File: config.mk
export PLATFORM = sky130hd
export DESIGN_NAME = muldiv_hilo
export DESIGN_NICKNAME = d
export VERILOG_FILES = /design/src/rtl/muldiv_pkg.sv /design/src/rtl/mdu_mult.sv /design/src/rtl/mdu_div.sv /design/src/rtl/muldiv_hilo.sv
export SDC_FILE = /design/constraint.sdc
export NUM_CORES = 2
export LEC_CHECK = 0
export BUFFER_PORTS_ARGS = -buffer_cell sky130_fd_sc_hd__buf_2
export CAP_MARGIN = 15
export CORE_MARGIN = 2
export CORE_UTILIZATION = 44
export CTS_BUF_LIST = sky130_fd_sc_hd__clkbuf_16
export DETAILED_ROUTE_END_ITERATION = 8
export HOLD_SLACK_MARGIN = 0.12
export PLACE_DENSITY = 0.68
export SETUP_SLACK_MARGIN = 0.4
export SYNTH_ARGS = -nofsm -noshare
export SYNTH_HDL_FRONTEND = slang
export SYNTH_SLANG_ARGS = --single-unit
File: constraint.sdc
create_clock -name clk -period 5.4 [get_ports clk]
set_clock_uncertainty 0.1 [all_clocks]
set_input_delay 0.27 -clock clk [delete_from_list [all_inputs] [get_ports clk]]
set_output_delay 0.27 -clock clk [all_outputs]
set_load 0.01 [all_outputs]
File: src/rtl/muldiv_pkg.sv
package muldiv_pkg;

  typedef enum logic [3:0] {
    OP_MULT  = 4'd0,
    OP_MULTU = 4'd1,
    OP_DIV   = 4'd2,
    OP_DIVU  = 4'd3,
    OP_MADD  = 4'd4,
    OP_MADDU = 4'd5,
    OP_MSUB  = 4'd6,
    OP_MSUBU = 4'd7,
    OP_MUL3  = 4'd8,
    OP_RDHI  = 4'd9,
    OP_WRHI  = 4'd10,
    OP_RDLO  = 4'd11,
    OP_WRLO  = 4'd12
  } mdu_op_e;

  typedef enum logic [1:0] {
    ST_IDLE,
    ST_MUL,
    ST_DIV,
    ST_RESP
  } mdu_state_e;

  // how the registered product is committed
  typedef enum logic [1:0] {
    MD_SET,
    MD_ADD,
    MD_SUB,
    MD_RET
  } mul_dst_e;

endpackage

File: src/rtl/mdu_mult.sv
module mdu_mult #(
  parameter int W = 32
) (
  input  logic           clk,
  input  logic           en,
  input  logic           sgn,
  input  logic [W-1:0]   a,
  input  logic [W-1:0]   b,
  output logic [2*W-1:0] prod
);
  localparam int PW = 2 * W;

  logic [PW-1:0] ext_a;
  logic [PW-1:0] ext_b;

  // sign- or zero-extend to full width; the truncated product is exact
  assign ext_a = {{W{sgn & a[W-1]}}, a};
  assign ext_b = {{W{sgn & b[W-1]}}, b};

  always_ff @(posedge clk) begin
    if (en) prod <= ext_a * ext_b;
  end
endmodule

File: src/rtl/mdu_div.sv
module mdu_div #(
  parameter int W = 32
) (
  input  logic         clk,
  input  logic         rst_n,
  input  logic         start,
  input  logic         sgn,
  input  logic [W-1:0] a,
  input  logic [W-1:0] b,
  output logic         done,
  output logic [W-1:0] quo,
  output logic [W-1:0] rem
);
  localparam int CW = $clog2(W) + 1;

  logic          run;
  logic [CW-1:0] cnt;
  logic [W-1:0]  q_r;
  logic [W-1:0]  r_r;
  logic [W-1:0]  dvs;
  logic          neg_q;
  logic          neg_r;

  logic [W-1:0]  mag_a;
  logic [W-1:0]  mag_b;
  logic [W:0]    r_sh;
  logic [W:0]    diff;
  logic [W-1:0]  q_nxt;
  logic [W-1:0]  r_nxt;

  assign mag_a = (sgn && a[W-1]) ? (~a + 1'b1) : a;
  assign mag_b = (sgn && b[W-1]) ? (~b + 1'b1) : b;

  // one restoring step: shift in the next dividend bit, try a subtract
  assign r_sh  = {r_r, q_r[W-1]};
  assign diff  = r_sh - {1'b0, dvs};
  assign q_nxt = {q_r[W-2:0], ~diff[W]};
  assign r_nxt = diff[W] ? r_sh[W-1:0] : diff[W-1:0];

  assign done = run && (cnt == CW'(W - 1));
  assign quo  = neg_q ? (~q_nxt + 1'b1) : q_nxt;
  assign rem  = neg_r ? (~r_nxt + 1'b1) : r_nxt;

  always_ff @(posedge clk or negedge rst_n) begin
    if (!rst_n) begin
      run   <= 1'b0;
      cnt   <= '0;
      q_r   <= '0;
      r_r   <= '0;
      dvs   <= '0;
      neg_q <= 1'b0;
      neg_r <= 1'b0;
    end else if (start) begin
      run   <= 1'b1;
      cnt   <= '0;
      q_r   <= mag_a;
      r_r   <= '0;
      dvs   <= mag_b;
      neg_q <= sgn & (a[W-1] ^ b[W-1]);
      neg_r <= sgn & a[W-1];
    end else if (run) begin
      q_r <= q_nxt;
      r_r <= r_nxt;
      cnt <= cnt + 1'b1;
      if (done) run <= 1'b0;
    end
  end
endmodule

File: src/rtl/muldiv_hilo.sv
module muldiv_hilo
  import muldiv_pkg::*;
#(
  parameter int W = 32
) (
  input  logic         clk,
  input  logic         rst_n,
  input  logic         cmd_valid,
  output logic         cmd_ready,
  input  logic [3:0]   cmd_op,
  input  logic [W-1:0] cmd_rs,
  input  logic [W-1:0] cmd_rt,
  output logic         res_valid,
  input  logic         res_ready,
  output logic [W-1:0] res_data,
  output logic         busy
);
  localparam int PW = 2 * W;

  mdu_state_e    state;
  mul_dst_e      dst;
  logic [W-1:0]  hi;
  logic [W-1:0]  lo;
  logic [W-1:0]  res_q;

  mdu_op_e       op;
  logic          take;
  logic          is_mul;
  logic          is_div;
  logic          mul_sgn;
  mul_dst_e      dst_nxt;
  logic [PW-1:0] prod;
  logic [PW-1:0] pair;
  logic          dv_done;
  logic [W-1:0]  dv_quo;
  logic [W-1:0]  dv_rem;

  assign op   = mdu_op_e'(cmd_op);
  assign take = cmd_valid && cmd_ready;
  assign pair = {hi, lo};

  always_comb begin
    is_mul  = 1'b0;
    is_div  = 1'b0;
    mul_sgn = 1'b0;
    dst_nxt = MD_SET;
    unique case (op)
      OP_MULT:  begin is_mul = 1'b1; mul_sgn = 1'b1; end
      OP_MULTU: begin is_mul = 1'b1; end
      OP_MADD:  begin is_mul = 1'b1; mul_sgn = 1'b1; dst_nxt = MD_ADD; end
      OP_MADDU: begin is_mul = 1'b1; dst_nxt = MD_ADD; end
      OP_MSUB:  begin is_mul = 1'b1; mul_sgn = 1'b1; dst_nxt = MD_SUB; end
      OP_MSUBU: begin is_mul = 1'b1; dst_nxt = MD_SUB; end
      OP_MUL3:  begin is_mul = 1'b1; mul_sgn = 1'b1; dst_nxt = MD_RET; end
      OP_DIV:   begin is_div = 1'b1; mul_sgn = 1'b1; end
      OP_DIVU:  begin is_div = 1'b1; end
      default:  begin end
    endcase
  end

  mdu_mult #(.W(W)) mult_i (
    .clk  (clk),
    .en   (take && is_mul),
    .sgn  (mul_sgn),
    .a    (cmd_rs),
    .b    (cmd_rt),
    .prod (prod)
  );

  mdu_div #(.W(W)) div_i (
    .clk   (clk),
    .rst_n (rst_n),
    .start (take && is_div),
    .sgn   (mul_sgn),
    .a     (cmd_rs),
    .b     (cmd_rt),
    .done  (dv_done),
    .quo   (dv_quo),
    .rem   (dv_rem)
  );

  always_ff @(posedge clk or negedge rst_n) begin
    if (!rst_n) begin
      state <= ST_IDLE;
      dst   <= MD_SET;
      hi    <= '0;
      lo    <= '0;
      res_q <= '0;
    end else begin
      unique case (state)
        ST_IDLE: begin
          if (take) begin
            if (is_mul) begin
              state <= ST_MUL;
              dst   <= dst_nxt;
            end else if (is_div) begin
              state <= ST_DIV;
            end else begin
              unique case (op)
                OP_RDHI: begin res_q <= hi; state <= ST_RESP; end
                OP_RDLO: begin res_q <= lo; state <= ST_RESP; end
                OP_WRHI: hi <= cmd_rs;
                OP_WRLO: lo <= cmd_rs;
                default: begin end
              endcase
            end
          end
        end
        ST_MUL: begin
          state <= ST_IDLE;
          unique case (dst)
            MD_SET: {hi, lo} <= prod;
            MD_ADD: {hi, lo} <= pair + prod;
            MD_SUB: {hi, lo} <= pair - prod;
            MD_RET: begin
              res_q <= prod[W-1:0];
              state <= ST_RESP;
            end
            default: begin end
          endcase
        end
        ST_DIV: begin
          if (dv_done) begin
            hi    <= dv_rem;
            lo    <= dv_quo;
            state <= ST_IDLE;
          end
        end
        ST_RESP: begin
          if (res_ready) state <= ST_IDLE;
        end
        default: state <= ST_IDLE;
      endcase
    end
  end

  assign cmd_ready = (state == ST_IDLE);
  assign busy      = (state == ST_MUL) || (state == ST_DIV);
  assign res_valid = (state == ST_RESP);
  assign res_data  = res_q;
endmodule

==> results.cfg <==
[status]
status = finished with violations
violations = negative setup slack

[synth]
synth-seq-cells = 269
yosysSeqAreaShare_pct = 11.1
yosys_warnings = 0
synth-edff-count = 64
async_flop_share_pct = 76.2
syn_inst = 7421
syn_area_per_cell_sq_um = 8.53
synthFlopType = dfrtp_1
synth_cell_type_count = 102
syn_nets = 9006
synth_area_sq_mm = 0.0633

[place]
placed_area_sq_mm = 0.0698
globalplace.congestion = 1.04
place_hpwl_um = 190000
port-buffer-count = 106

[critical_path]
startpoint_type = input pin
critPathMaxFanout = 8
crit_type = in -> reg
endpoint_kind = flop
critPathSlowestCell = fa_1
worstPathRequired_ns = 5.60
cp.arrival_ns = 7.77
critPathMaxStageDelay_ns = 0.57
crit_path_frequent_cell = fa_1

[grt]
grt_max_degree = 120
track_usage_pct = 31.3
grt_pass1_vias = 57000
antenna_found_initial = 17
globalRouteOverflowTotal = 0
grt_pass1_wl_um = 350000

[clock_network]
clk_latency_ns = 0.59
cts-root-buf = clkbuf_16
cts_made_buffers = 34
cts_sinks = 269
cts_tree = yes
clk_pin_slew_ns = 0.06
htreeDepth = 2
cts_buffer_depth = 3

[layout]
utilization_pct = 51.4
synthToLayoutAreaGrowth_pct = 16.2
final_layout_size_suffix_gt1_share_pct = 15.2
nets = 9405
final_common_cell = inv_1
final_cell_mix = inv_1, fa_1, nand2_1
stdcell_area_sq_mm = 0.0735

[detailed_routing]
vias = 55700
postRouteAntennaNets = 0
vias_per_cell = 5.70
drc_errors = 0
wirelength_um = 230000
wl_per_cell_um = 23.6
drt_iter0_drc = 5440
first_pass_iters = 6

[floorplan]
dieArea_sq_mm = 0.147
io_pins = 107
die_x_um = 383
die_y_um = 383
coreArea_sq_mm = 0.143
start_util_pct = 44.2
num_rows = 139

[sta]
grt_setup_unrepaired = yes
setup_viol = 52
period_needed_ns = 7.57
fin_crit_sh_pct = 140
hold_viol = 0
slew_headroom_pct = 26.3
finalWorstSetupSlack_ns = -2.17
tightest_slew_ns = 1.11
final_max_slew_viol_count = 0
timing.fmax_ghz = 0.132

[hold_path]
hp-class = in -> reg

[flow_run]
drv_cap = 0
[registers in the layout, summed over array words and instances (netlist names)]
register,count
div_i.cnt,6
div_i.dvs,32
div_i.neg_q,1
div_i.neg_r,1
div_i.q_r,32
div_i.r_r,32
div_i.run,1
dst,2
hi,32
lo,32
mult_i.prod,64
res_data,32
state,2
[final cells by class]
type / count / area, sq um
diodes: 6 / 15.0
clock buffers: 34 / 851
clock inverters: 28 / 255
fillers: 13200 / 69600
inverters: 1337 / 5030
multi-input cells: 5354 / 50900
flip-flops and latches: 269 / 7060
well taps: 1903 / 2380
repair buffers: 824 / 7010
[per-layer routing]
layer  up-vias  share of wire, %  global-route usage (%)  routed length (um)
met2      2780                44                    47.9              101000
met4        10               6.1                    15.3               13900
met3       545                10                    7.03               23900
met1     28000                40                    41.8               90900
li1      24400                 -                       -                   -
met5         -             0.031                       0                  72
[metrics by stage]
step                      hold slack (ns)  setup slack (ns)  std cells  TNS, ns
after global routing                0.170             -2.40       9753   -88.26
after global placement              0.357             -2.96       9589  -115.86
after detailed placement            0.366             -3.05       9589  -117.35
final                               0.135             -2.17       9755   -77.78
after CTS                           0.124             -2.19       9720   -74.14
after floorplan                    -0.126             -2.71       7421   -78.29
[logic make-up (layout without fill, tap and decap cells)]
logic type,count (synthesis),count (layout),synth area share [%]
adders and majority gates,1513,1513,43.3
other,0,6,0
buffers and inverters,1798,2223,10.7
DFF,269,269,11.1
xor gates and xnor gates,252,252,3.52
muxes,108,108,1.72
and+or+nand+nor,2167,2167,15.9
AOI/OAI and AO/OA,1314,1314,13.7
[worst max-delay path: cells and delay by family]
family	cells	cell delay, ns
AO/OA/AOI/OAI	10	1.90
XOR/XNOR	1	0.12
adder cells (fa/ha/maj)	9	4.23
buffers and inverters	8	0.74
AND/OR/NAND/NOR	4	0.47
[final timing paths]
path	startpoint	endpoint	slack (ns)	depth (start not counted)
max	cmd_op[1]	mult_i.prod[49]$_DFFE_PP_	-2.17	32
min	cmd_op[2]	dst[1]$_DFFE_PN0P_	0.14	4
max reg2reg	mult_i.prod[13]$_DFFE_PP_	hi[25]$_DFFE_PN0P_	0.43	15
min reg2reg	res_data[5]$_DFFE_PN0P_	res_data[5]$_DFFE_PN0P_	0.37	2
max in group asynchronous	rst_n	div_i.run$_DFF_PN0_	3.51	3
min in group asynchronous	rst_n	res_data[10]$_DFFE_PN0P_	0.28	2
[timing repair]
item                                   4_1_cts  5_1_grt
cloned                                       1        2
hold buffers                                 5        0
setup endpoints to repair                   61       78
endpoints found under the hold margin      121        0
resized for setup                          285      141
pin swaps                                  125      107
setup buffers                               63       26
[synth_stat cells (80+ instances only)]
cell	n	area share, %
dfrtp_1	205	8.1
clkbuf_1	374	2.2
ha_1	385	7.6
a21oi_1	340	2.7
nand2_1	995	5.9
o31ai_1	80	0.95
o21ai_0	309	2.4
fa_1	1128	36
a21o_1	95	1.1
mux2i_1	102	1.6
nor2_1	373	2.2
inv_1	1332	7.9
xnor2_1	179	2.5
and2_1	383	3.8
Power is left out: the tool's default activity adds up to more than one toggle a clock period on the data nets, which glitch-free logic cannot reach.
